[src/rtl/pwm_rep_pkg.sv]
package pwm_rep_pkg;

  // register address of the repetition preload
  localparam int unsigned REP_ADDR = 0;

  // compare high byte of phase i
  function automatic int unsigned addr_hi(input int unsigned ph);
    return 1 + 2 * ph;
  endfunction

  // compare low byte of phase i
  function automatic int unsigned addr_lo(input int unsigned ph);
    return 2 + 2 * ph;
  endfunction

endpackage

[src/rtl/pwm_rep_regs.sv]
module pwm_rep_regs
  import pwm_rep_pkg::*;
#(
  parameter int REG_W  = 8,
  parameter int NUM_PH = 3,
  parameter int LO_RSV = 3,
  parameter int ADDR_W = 3,
  localparam int LO_W  = REG_W - LO_RSV,
  localparam int CMP_W = REG_W + LO_W
) (
  input  logic                    clk,
  input  logic                    rst_n,
  input  logic                    wr_en,
  input  logic [ADDR_W-1:0]       wr_addr,
  input  logic [REG_W-1:0]        wr_data,
  input  logic [ADDR_W-1:0]       rd_addr,
  output logic [REG_W-1:0]        rd_data,
  output logic [REG_W-1:0]        rep_pre,
  output logic [NUM_PH*CMP_W-1:0] cmp_pre
);

  logic [REG_W-1:0] rep_q, rep_d;
  logic [REG_W-1:0] hi_arr [NUM_PH];
  logic [LO_W-1:0]  lo_arr [NUM_PH];

  always_comb begin
    rep_d = rep_q;
    if (wr_en && (wr_addr == ADDR_W'(REP_ADDR))) rep_d = wr_data;
  end

  always_ff @(posedge clk or negedge rst_n) begin
    if (!rst_n) rep_q <= '0;
    else        rep_q <= rep_d;
  end

  assign rep_pre = rep_q;

  for (genvar g = 0; g < NUM_PH; g++) begin : g_phase
    logic [REG_W-1:0] hi_q, hi_d;
    logic [LO_W-1:0]  lo_q, lo_d;

    always_comb begin
      hi_d = hi_q;
      lo_d = lo_q;
      if (wr_en && (wr_addr == ADDR_W'(addr_hi(g)))) hi_d = wr_data;
      // reserved low bits are dropped at the write
      if (wr_en && (wr_addr == ADDR_W'(addr_lo(g)))) lo_d = wr_data[REG_W-1:LO_RSV];
    end

    always_ff @(posedge clk or negedge rst_n) begin
      if (!rst_n) begin
        hi_q <= '0;
        lo_q <= '0;
      end else begin
        hi_q <= hi_d;
        lo_q <= lo_d;
      end
    end

    assign hi_arr[g] = hi_q;
    assign lo_arr[g] = lo_q;
    assign cmp_pre[g*CMP_W +: CMP_W] = {hi_q, lo_q};
  end

  always_comb begin
    rd_data = '0;
    if (rd_addr == ADDR_W'(REP_ADDR)) rd_data = rep_q;
    for (int i = 0; i < NUM_PH; i++) begin
      if (rd_addr == ADDR_W'(addr_hi(i))) rd_data = hi_arr[i];
      if (rd_addr == ADDR_W'(addr_lo(i))) rd_data = {lo_arr[i], {LO_RSV{1'b0}}};
    end
  end

endmodule

[src/rtl/pwm_rep_seq.sv]
module pwm_rep_seq #(
  parameter int REG_W = 8
) (
  input  logic             clk,
  input  logic             rst_n,
  input  logic             periph_en,
  input  logic             cnt_evt,
  input  logic [REG_W-1:0] rep_pre,
  output logic             upd_now
);

  logic             en_q, en_d;
  logic [REG_W-1:0] cnt_q, cnt_d;
  logic             force_upd, counted, wrap;

  // enable rise wins over a coincident event
  assign force_upd = periph_en & ~en_q;
  assign counted   = periph_en & en_q & cnt_evt;
  assign wrap      = counted & (cnt_q == '0);
  assign upd_now   = force_upd | wrap;

  always_comb begin
    en_d  = periph_en;
    cnt_d = cnt_q;
    if (upd_now)      cnt_d = rep_pre;
    else if (counted) cnt_d = cnt_q - 1'b1;
  end

  always_ff @(posedge clk or negedge rst_n) begin
    if (!rst_n) begin
      en_q  <= 1'b0;
      cnt_q <= '0;
    end else begin
      en_q  <= en_d;
      cnt_q <= cnt_d;
    end
  end

endmodule

[src/rtl/pwm_rep_active.sv]
module pwm_rep_active #(
  parameter int NUM_PH = 3,
  parameter int CMP_W  = 13
) (
  input  logic                    clk,
  input  logic                    rst_n,
  input  logic                    upd_now,
  input  logic                    irq_clr,
  input  logic [NUM_PH*CMP_W-1:0] cmp_pre,
  output logic [NUM_PH*CMP_W-1:0] act_cmp,
  output logic                    upd_strobe,
  output logic                    upd_irq
);

  logic stb_q, stb_d, irq_q, irq_d;

  for (genvar g = 0; g < NUM_PH; g++) begin : g_act
    logic [CMP_W-1:0] act_q, act_d;

    always_comb begin
      act_d = act_q;
      if (upd_now) act_d = cmp_pre[g*CMP_W +: CMP_W];
    end

    always_ff @(posedge clk or negedge rst_n) begin
      if (!rst_n) act_q <= '0;
      else        act_q <= act_d;
    end

    assign act_cmp[g*CMP_W +: CMP_W] = act_q;
  end

  always_comb begin
    stb_d = upd_now;
    irq_d = irq_q;
    if (irq_clr) irq_d = 1'b0;
    if (upd_now) irq_d = 1'b1;
  end

  always_ff @(posedge clk or negedge rst_n) begin
    if (!rst_n) begin
      stb_q <= 1'b0;
      irq_q <= 1'b0;
    end else begin
      stb_q <= stb_d;
      irq_q <= irq_d;
    end
  end

  assign upd_strobe = stb_q;
  assign upd_irq    = irq_q;

endmodule

[src/rtl/pwm_rep_update.sv]
module pwm_rep_update #(
  parameter int REG_W  = 8,
  parameter int NUM_PH = 3,
  parameter int LO_RSV = 3,
  parameter int ADDR_W = 3,
  localparam int CMP_W = 2 * REG_W - LO_RSV
) (
  input  logic                    clk,
  input  logic                    rst_n,
  input  logic                    periph_en,
  input  logic                    cnt_evt,
  input  logic                    irq_clr,
  input  logic                    wr_en,
  input  logic [ADDR_W-1:0]       wr_addr,
  input  logic [REG_W-1:0]        wr_data,
  input  logic [ADDR_W-1:0]       rd_addr,
  output logic [REG_W-1:0]        rd_data,
  output logic                    upd_strobe,
  output logic                    upd_irq,
  output logic [NUM_PH*CMP_W-1:0] act_cmp
);

  logic [REG_W-1:0]        rep_pre;
  logic [NUM_PH*CMP_W-1:0] cmp_pre;
  logic                    upd_now;

  pwm_rep_regs #(
    .REG_W (REG_W),
    .NUM_PH(NUM_PH),
    .LO_RSV(LO_RSV),
    .ADDR_W(ADDR_W)
  ) regs_i (
    .clk    (clk),
    .rst_n  (rst_n),
    .wr_en  (wr_en),
    .wr_addr(wr_addr),
    .wr_data(wr_data),
    .rd_addr(rd_addr),
    .rd_data(rd_data),
    .rep_pre(rep_pre),
    .cmp_pre(cmp_pre)
  );

  pwm_rep_seq #(
    .REG_W(REG_W)
  ) seq_i (
    .clk      (clk),
    .rst_n    (rst_n),
    .periph_en(periph_en),
    .cnt_evt  (cnt_evt),
    .rep_pre  (rep_pre),
    .upd_now  (upd_now)
  );

  pwm_rep_active #(
    .NUM_PH(NUM_PH),
    .CMP_W (CMP_W)
  ) act_i (
    .clk       (clk),
    .rst_n     (rst_n),
    .upd_now   (upd_now),
    .irq_clr   (irq_clr),
    .cmp_pre   (cmp_pre),
    .act_cmp   (act_cmp),
    .upd_strobe(upd_strobe),
    .upd_irq   (upd_irq)
  );

endmodule

[config.mk]
export PLATFORM = sky130hd
export DESIGN_NAME = pwm_rep_update
export DESIGN_NICKNAME = d
export VERILOG_FILES = /design/src/rtl/pwm_rep_pkg.sv /design/src/rtl/pwm_rep_regs.sv /design/src/rtl/pwm_rep_seq.sv /design/src/rtl/pwm_rep_active.sv /design/src/rtl/pwm_rep_update.sv
export SDC_FILE = /design/constraint.sdc
export NUM_CORES = 1
export LEC_CHECK = 0
export CORE_MARGIN = 3
export CORE_UTILIZATION = 55
export CTS_BUF_LIST = sky130_fd_sc_hd__clkbuf_4 sky130_fd_sc_hd__clkbuf_8 sky130_fd_sc_hd__clkbuf_16
export CTS_CLUSTER_DIAMETER = 120
export CTS_CLUSTER_SIZE = 10
export DETAILED_ROUTE_END_ITERATION = 12
export GPL_TIMING_DRIVEN = 0
export PLACE_DENSITY = 0.91
export SYNTH_ARGS = -nofsm -noshare
export SYNTH_HDL_FRONTEND = slang
export SYNTH_HIERARCHICAL = 1
export SYNTH_SLANG_ARGS = --single-unit
[constraint.sdc]
create_clock -name clk -period 4.7 [get_ports clk]
set_clock_uncertainty 0.05 [all_clocks]
set_input_delay 0.47 -clock clk [delete_from_list [all_inputs] [get_ports clk]]
set_output_delay 0.47 -clock clk [all_outputs]
set_load 0.01 [all_outputs]
=== Word-level counts from Yosys, hierarchy flattened ===
Cells that the tools add are included.
W data, S select, Z words.

* Add/subtract/negate cells: 1
* Equality and inequality tests: 12
* Mux-type cells: 11
* Bitwise operators: 6
* Reduce and logical (&&, ||, !) cells: 12

{| class="wikitable"
|+ Operator list
! operator !! count
|-
| $mux W8 || 9
|-
| $eq A3 B3 Y1 const B || 6
|-
| $eq A3 B2 Y1 const B || 4
|-
| $logic_not A8 Y1 || 1
|-
| $sub A8 B1 Y8 const B || 1
|-
| $logic_and A1 B1 Y1 || 7
|-
| $eq A3 B1 Y1 const B || 2
|-
| $logic_not A3 Y1 || 2
|-
| $and A1 B1 Y1 || 4
|-
| $reduce_bool A2 Y1 || 2
|-
| $mux W1 || 2
|-
| $not A1 Y1 || 1
|-
| $or A1 B1 Y1 || 1
|}

* Bits in registers: 97
* Output and inout bits: 49
* Logic and storage cells: 56

=== Longest topological paths before layout ===
Gate-level depths: netlist of the first run.

* Word-level depth: 8
* Gate-level depth with buffers: 8

=== Hierarchy ===
Netlist of the first run, hierarchy kept.

{| class="wikitable"
|+ By module, submodules not included
! module !! times used !! cells each !! area an instance (µm²) !! sequential area each (µm²)
|-
| pwm_rep_regs || 1 || 162 || 2,249.7 || 1,176.1
|-
| pwm_rep_active || 1 || 86 || 1,521.5 || 1,026.0
|-
| pwm_rep_seq || 1 || 58 || 531.8 || 225.2
|}

=== Worst setup path before layout of the first run ===
OpenSTA, ideal clock, no wires.

* Path kind: reg2reg
* From: reg seq_i.cnt_q[4]
* To: reg act_i.g_act[0].act_q[0]
* Library setup time: 0.125 ns
* Data arrival time: 2.181 ns
* Path slack: 2.344 ns
* Stages on the path, launching flop included: 7
* Path buffers: 2
* Cells stage by stage: dfrtp_1 -> or4_4 -> o41a_1 -> buf_6 -> inv_1 -> buf_6 -> mux2_2

* Longest elaborated chain between the ends: 3

{| class="wikitable"
|+ Ends and longest elaborated chain
! element !! line !! RTL
|-
| start, declared || pwm_rep_seq.sv:13 || <nowiki>logic [REG_W-1:0] cnt_q, cnt_d;</nowiki>
|-
| start signal, assigned || pwm_rep_seq.sv:35 || <nowiki>cnt_q <= cnt_d;</nowiki>
|-
| $logic_not A8 Y1 || pwm_rep_seq.sv:19 || <nowiki>assign wrap = counted & (cnt_q == '0);</nowiki>
|-
| $and A1 B1 Y1 || pwm_rep_seq.sv:19 ||
|-
| $or A1 B1 Y1 || pwm_rep_seq.sv:20 || <nowiki>assign upd_now = force_upd | wrap;</nowiki>
|-
| via upd_now || pwm_rep_update.sv:25 || <nowiki>logic upd_now;</nowiki>
|-
| end signal, assigned || pwm_rep_active.sv:27 || <nowiki>else act_q <= act_d;</nowiki>
|-
| end, declared || pwm_rep_active.sv:18 || <nowiki>logic [CMP_W-1:0] act_q, act_d;</nowiki>
|}

The timed path passes the listed nets, and every way through them passes these cells.
A chain may end at the register's enable or synchronous reset.

=== Final worst setup path of the first run ===
* From: in rd_addr[1]
* To: out rd_data[6]

* Longest elaborated chain between the ends: 8

{| class="wikitable"
|+ Ends and longest elaborated chain
! element !! line !! RTL
|-
| start, declared || pwm_rep_update.sv:16 || <nowiki>input logic [ADDR_W-1:0] rd_addr,</nowiki>
|-
| $logic_not A3 Y1 || pwm_rep_regs.sv:67 || <nowiki>if (rd_addr == ADDR_W'(REP_ADDR)) rd_data = rep_q;</nowiki>
|-
| $mux W8 || pwm_rep_regs.sv:67 ||
|-
| $mux W8 || pwm_rep_regs.sv:69 || <nowiki>if (rd_addr == ADDR_W'(addr_hi(i))) rd_data = hi_arr[i];</nowiki>
|-
| $mux W8 || pwm_rep_regs.sv:70 || <nowiki>if (rd_addr == ADDR_W'(addr_lo(i))) rd_data = {lo_arr[i], {LO_RSV{1'b0}}};</nowiki>
|-
| $mux W8 || pwm_rep_regs.sv:69 ||
|-
| $mux W8 || pwm_rep_regs.sv:70 ||
|-
| $mux W8 || pwm_rep_regs.sv:69 ||
|-
| $mux W8 * || pwm_rep_regs.sv:70 ||
|-
| end, declared || pwm_rep_update.sv:17 || <nowiki>output logic [REG_W-1:0] rd_data,</nowiki>
|}

Mark *: on every way between the ends. The rest lies on a longest branch, timed or not.

==> results of run 1 <==
-- cell type report --
cell class / count / area, µm²
timing repair buffer: 66 / 675.6
buffer: 14 / 97.59
fill: 473 / 2107
sequential: 97 / 2427
clock buffer: 9 / 123.9
clock inverter: 7 / 75.07
inverter: 5 / 18.77
tap: 99 / 123.9
multi-input combinational: 190 / 1759
-- sequential cells by signal, summed over array words and instances, names as in the netlist --
| signal | cells |
|---|---|
| seq_i/cnt_q | 8 |
| regs_i/rep_pre | 8 |
| act_i/upd_irq | 1 |
| act_i/g_act.act_q | 39 |
| regs_i/g_phase.hi_q | 24 |
| act_i/upd_strobe | 1 |
| seq_i/en_q | 1 |
| regs_i/g_phase.lo_q | 15 |
-- metal layers --
layer | share of wire (%) | vias up | wire length [µm] | track usage [%]
met5 | 0 | - | 0 | 0
met4 | 0.93 | 0 | 86 | 4.447
met3 | 6.2 | 7 | 568 | 6.295
met2 | 49 | 88 | 4484 | 36.82
met1 | 44 | 1414 | 4072 | 29.40
li1 | - | 1269 | - | -
-- worst min path at each step --
stage / from / end
global placement: act_i/upd_irq / act_i/upd_irq
floorplan: rst_n / act_i/g_act[0].act_q[0]
detailed placement: rst_n / act_i/g_act[2].act_q[5]
CTS: seq_i/cnt_q[6] / seq_i/cnt_q[6]
finish: act_i/upd_irq / act_i/upd_irq
global route: act_i/g_act[0].act_q[6] / act_i/g_act[0].act_q[6]
-- placed cells by master, fill, tap and decap left out, types with 4 or more instances in the layout --
cell | synthesis | final
a21o_1 | 6 | 6
a21oi_1 | 11 | 11
buf_2 | 6 | 6
buf_6 | 5 | 5
clkbuf_8 | 0 | 9
clkdlybuf4s50_1 | 0 | 63
dfrtp_1 | 97 | 97
inv_1 | 5 | 5
mux2_2 | 89 | 89
mux2i_1 | 15 | 15
nand2_1 | 4 | 4
nand3b_1 | 5 | 5
nor2_1 | 8 | 8
o21ai_0 | 6 | 6
o22ai_1 | 5 | 5
xnor2_1 | 4 | 4
-- metrics by stage --
stage / setup slack (ns) / cell area [µm²]
detailed placement: 1.788 / 5092
global placement: -0.3091 / 5067
CTS: 1.787 / 5301
floorplan: 2.344 / 4303
global route: 1.683 / 5301
finish: 1.764 / 5301
-- power breakdown --
part | switching [mW] | leakage [nW] | internal [mW] | total [mW]
Combinational | 0.268 | 1.01 | 0.439 | 0.707
Clock | 0.293 | 0.104 | 0.251 | 0.544
Sequential | 0.154 | 1.16 | 1.05 | 1.20
Total | 0.716 | 2.27 | 1.74 | 2.46
-- synth_stat cells, types with 2 or more instances --
cell type  instances
nand2_1            4
nand4b_1           3
a21o_1             6
inv_1              5
dfrtp_1           97
nand3b_1           5
or3_1              2
o22ai_1            5
a21oi_1           11
nor3b_4            2
nor3_1             2
nor3b_1            3
nor2_1             8
xnor2_1            4
mux2_2            89
o21ai_0            6
o2bb2ai_1          3
nor4_1             2
mux2i_1           15
clkbuf_1           3
nand2b_1           3
buf_6              5
or2_2              2
buf_2              6
-- logic make-up after synthesis --
group,Yosys count
DFF,97
muxes,105
buffers and inverters,19
adders and majority gates,1
xor gates and xnor gates,5
AOI/OAI and AO/OA,36
and+or+nand+nor,43
-- worst max-delay path: cells and delay by family --
| family | cells | cell delay [ns] |
|---|---|---|
| AO/OA/AOI/OAI | 2 | 0.32 |
| buffers and inverters | 3 | 1.34 |
| AND/OR/NAND/NOR | 1 | 0.27 |
-- timing repair --
action | 4_1_cts | 5_1_grt
hold buffers | 1 | 0
endpoints found under the hold margin | 21 | 0
setup endpoints to repair | 0 | 0
==> reports/results.ini, run 1 <==
[final_layout]
antenna-diode-count=0
finish.net_count=404
synthesis_to_finish_area_growth_pct=23.20
drive_above_1_share_pct=32.99
postLayoutCoreUtil_pct=71.56
final_cell_count_no_fill=487

[critical_path]
setup.reg_to_reg.worst_slack_ns=2.12
critical_path_class=input pin to output port
critPathLaunch=rd_addr[1]
critical_path.max_stage_delay_ns=0.49
worst_setup_path_endpoint=rd_data[6]
crit_fanout=10
timing.rr.start=seq_i/cnt_q[4]
slowest_stage=clkdlybuf4s50_1
data_required_time_at_the_worst_endpoint_ns=4.18
worstPathCellList=clkdlybuf4s50_1 > clkbuf_1 > nand2b_1 > o22ai_1 > a21o_1 > clkdlybuf4s50_1
worstSetupEndpointType=output port
timing.critical_path.arrival_ns=2.42
worst_r2r_path_depth=6
critical_path.most_common_cell=clkdlybuf4s50_1
worst_r2r_endpoint=act_i/g_act[0].act_q[3]
setup.worst_path.start_class=input pin

[global_route]
grt_pass1_vias=2856
grt_pass1_wl_mm=14.94
grt_antenna_before_repair=0
grt_overflow=0
grt_max_degree=77
global_route.usage.total_pct=22.18

[routing]
detail_route.iter0.violations=185
drtPass1Iterations=4
avgRoutedWirePerCell_um=18.92
final_antenna_net_count=0
route.detailed.vias_per_inst=5.704
wl_mm=9.212
route.vias.total=2778
drc_errors=0

[pwr]
power.density_cell_area_nw_per_um2=463.3
power_leakage_nw=2.273
p_total_mw=2.456
vdd_drop_max_mv=0.3148

[sta]
rsz0062_at_grt=false
fin_crit_sh_pct=62.48
worstMarginPinSlew_ns=0.5719
achievable-frequency_ghz=0.3406
timing.final.crit_period_ns=2.936
finalSetupViolCount=0
slew_headroom_pct=61.83
fin_worst_hold_slack_ns=0.4546
finalHoldViolCount=0
fin_tns_setup_ns=0
maxSlewViolCount=0

[floorplanning]
dieHeight_um=94.45
initial_utilization_pct=58.08
io_pins=69
rows=31
floorplan.die.width_um=94.45
die_area_um2=8921
core_area_um2=7408

[cts]
cts_root_buffer=clkbuf_8
cts.reportedPaths.clkPinSlew_ns=0.10
tritoncts_num_sinks=97
cts_resized=0
post_cts_buffers=0
clk_latency_ns=0.35
cts_max_level=3
maximum_clock_path_buffer_count=2
clock_tree_from_tritoncts=yes
cts_buffers=9

[synthesis]
synth.largest_area_cell=dfrtp_1
synth-edff-count=0
yosys_register_bits=97
synthDistinctLibCells=39
synth_top_area_share_pct=56.41
post_synth_mux_area_share_pct=27.13
synthCells=306
synthFlopType=dfrtp_1
area_fraction_in_and_or_nand_and_nor_cells_after_synthesis_pct=7.095
synthesis.nets=327
largest_family_of_logic_cells_by_synthesized_area=multiplexers
synth-adder-area-share_pct=0.2908
yosysWarningCount=6
async_flop_share_pct=100.0
synth_area_leaders=dfrtp_1 (56%), mux2_2 (23%), mux2i_1 (3.5%)
yosys.area_share.xor_xnor_pct=1.018
synth-seq-area-share_pct=56.41
synth.avg_cell_area_um2=14.06
syn_area_um2=4303
synth_compound_gate_area_share_pct=5.350

[place]
half_perimeter_wire_length_after_detailed_placement_mm=6.479
gp_congestion=0.7783
numPortBuffers=64
dp_cells=470

[status]
run_status=finished clean

[min_path]
worst_hold_path_type=flip-flop to flip-flop
min_delay_path_depth=1

[flow_run]
cap_violations=0

No activity file was read; power rests on OpenSTA's default activity.
==> inputs of run 2 (changes only) <==
- CORE_UTILIZATION: 55 -> 53
- PLACE_DENSITY: 0.91 -> 0.88
- clock period: 4.7 -> 2.8 ns (I/O delays scaled with it)
==> run 2 against run 1 <==
Setup slack worse by 1.6 ns. Die area is 3.5% higher. Sequential cell count stayed put. First-iteration DRC count is 18% lower. Non-clock buffer count stayed put. Clock-buffer cell count is 1 higher. Cell count is 0.62% higher. Register-to-register slack worse by 1.9 ns. Routed wire length is 0.55% lower. Critical path depth stayed put. Combinational power is 67% higher. Global-route usage is 1.4 points lower.
==> reports/results.ini, run 2 (synthesis gave the netlist of run 1 again) <==
[sta]
fin_worst_hold_slack_ns=0.3018
timing.final.crit_period_ns=2.618
slew_headroom_pct=59.10
rsz0062_at_grt=false
achievable-frequency_ghz=0.3819
maxSlewViolCount=0
fin_crit_sh_pct=93.51
worstMarginPinSlew_ns=0.6102
finalHoldViolCount=0
finalSetupViolCount=0
fin_tns_setup_ns=0
worst_setup_slack_after_layout_ns=0.1817

[final_layout]
most-common-layout-cells=dfrtp_1 (97), mux2_2 (89), clkdlybuf4s50_1 (63)
register_cell_area_after_layout_um2=2427
drive_above_1_share_pct=32.99
synthesis_to_finish_area_growth_pct=23.29
largest_register_ffs=39
largestRegisters=act_i/g_act.act_q (39), regs_i/g_phase.hi_q (24), regs_i/g_phase.lo_q (15)
finish.net_count=404
final_cell_count_no_fill=490
max_flop_register=act_i/g_act.act_q
antenna-diode-count=0
mostFrequentLayoutCell=dfrtp_1
filler_cell_count=566
multi_input_area_um2=1759

[critical_path]
critPathLaunch=seq_i/cnt_q[4]
slowest_stage=or4_4
timing.critical_path.arrival_ns=2.81
worstPathCellList=or4_4 > o41a_1 > buf_6 > inv_1 > buf_6 > mux2_2
timing.rr.start=seq_i/cnt_q[4]
timing.critical_path.depth=6
worst_r2r_path_depth=6
data_required_time_at_the_worst_endpoint_ns=2.99
crit_fanout=10
critical_path.most_common_cell=buf_6
crit_family=buffers and inverters
critical_path_class=flip-flop to flip-flop
setup.worst_path.start_class=flip-flop
path_buf_inv=3
critical_path.max_stage_delay_ns=0.56
worstSetupEndpointType=flip-flop

[place]
dp_cells=473
half_perimeter_wire_length_after_detailed_placement_mm=6.490
dp_worst_setup_slack_ns=0.2179
gp_congestion=0.8600
numPortBuffers=64

[routing]
final_antenna_net_count=0
detail_route.iter0.violations=151
wl_mm=9.161
drc_errors=0
drtPass1Iterations=5
avgRoutedWirePerCell_um=18.70
route.vias.total=2780
route.detailed.vias_per_inst=5.673

[cts]
cts.reportedPaths.clkPinSlew_ns=0.09
cts_root_buffer=clkbuf_8
post_cts_buffers=0
maximum_clock_path_buffer_count=2
cts_buffers=9
clock_tree_from_tritoncts=yes
clk_latency_ns=0.35
hold_buffers=1
tritoncts_num_sinks=97
cts_resized=0
cts_max_level=3

[floorplanning]
core_area_um2=7807
initial_utilization_pct=55.11
dieHeight_um=96.11
rows=32
floorplan.die.width_um=96.11
io_pins=69
die_area_um2=9236

[global_route]
grt_overflow=0
grt_pass1_wl_mm=14.37
grt_antenna_before_repair=0
global_route.usage.total_pct=20.79
grt_max_degree=77
grt_pass1_vias=2779

[pwr]
vdd_drop_max_mv=0.3410
power.clock.fraction_pct=22.1
power.density_cell_area_nw_per_um2=774.9
comb_power_share_pct=28.8
swShare_pct=28.79
power_switching_mw=1.183
seq_power_share_pct=49.0
power_leakage_nw=2.265
p_total_mw=4.111
p_int_mw=2.927

[flow_run]
cap_violations=0

[min_path]
worst_hold_path_type=input pin to async pin

[status]
run_status=finished clean

run 2: cell count changes in the layout (fill, tap and decap cells not counted):
cell / before / now
clkinvlp_4: 0 / 2
clkinv_2: 2 / 1
inv_6: 3 / 1
clkbuf_4: 0 / 1
run 2: final cells by class:
type / count / area share (%)
multi-input cells: 190 / 33.16
inverters: 5 / 0.3538
repair buffers: 66 / 12.74
well taps: 102 / 2.406
plain buffers: 14 / 1.840
clock inverters: 6 / 1.274
flip-flops and latches: 97 / 45.75
clock buffers: 10 / 2.476
run 2: power groups by stage:
stage	sequential (mW)	combinational, mW	clock, mW
2_1_floorplan	2.06	0.528	0
3_3_place_gp	2.02	1.15	0
3_5_place_dp	2.04	1.19	0
4_1_cts	2.02	1.20	0.921
5_1_grt	2.06	1.27	0.983
6_report	2.02	1.18	0.910
run 2: final timing paths:
| kind | endpoint | slack (ns) |
|---|---|---|
| worst min-delay path | act_i/g_act[2].act_q[7] | 0.30 |
| worst max-delay path | act_i/g_act[0].act_q[6] | 0.18 |
| worst min register to register | act_i/upd_irq | 0.45 |
| max in group asynchronous | regs_i/g_phase[0].hi_q[3] | 1.75 |
| worst max register to register | act_i/g_act[0].act_q[6] | 0.18 |
| min in group clk | seq_i/en_q | 0.40 |
run 2: through the flow:
step / util [%] / instance area (µm²)
floorplan: - / 4303
global placement: 64.95 / 5071
detailed placement: 65.27 / 5096
CTS: 67.95 / 5305
global route: 67.95 / 5305
finish: 67.95 / 5305
run 2: worst reg2reg max path, delay by kind of cell, from the launching register on:
kind	cells	cell delay, ns
mux	1	0.35
simple gates	1	0.56
buf+inv	3	0.62
compound gates	1	0.51
flops	1	0.42
run 2: routing by layer:
| metal | GRT usage (%) | vias up | part of all wire [%] |
|---|---|---|---|
| met5 | 0 | - | 0 |
| li1 | - | 1267 | - |
| met4 | 7.701 | 0 | 1.9 |
| met3 | 3.049 | 15 | 4.9 |
| met1 | 27.84 | 1422 | 44 |
| met2 | 34.39 | 76 | 50 |
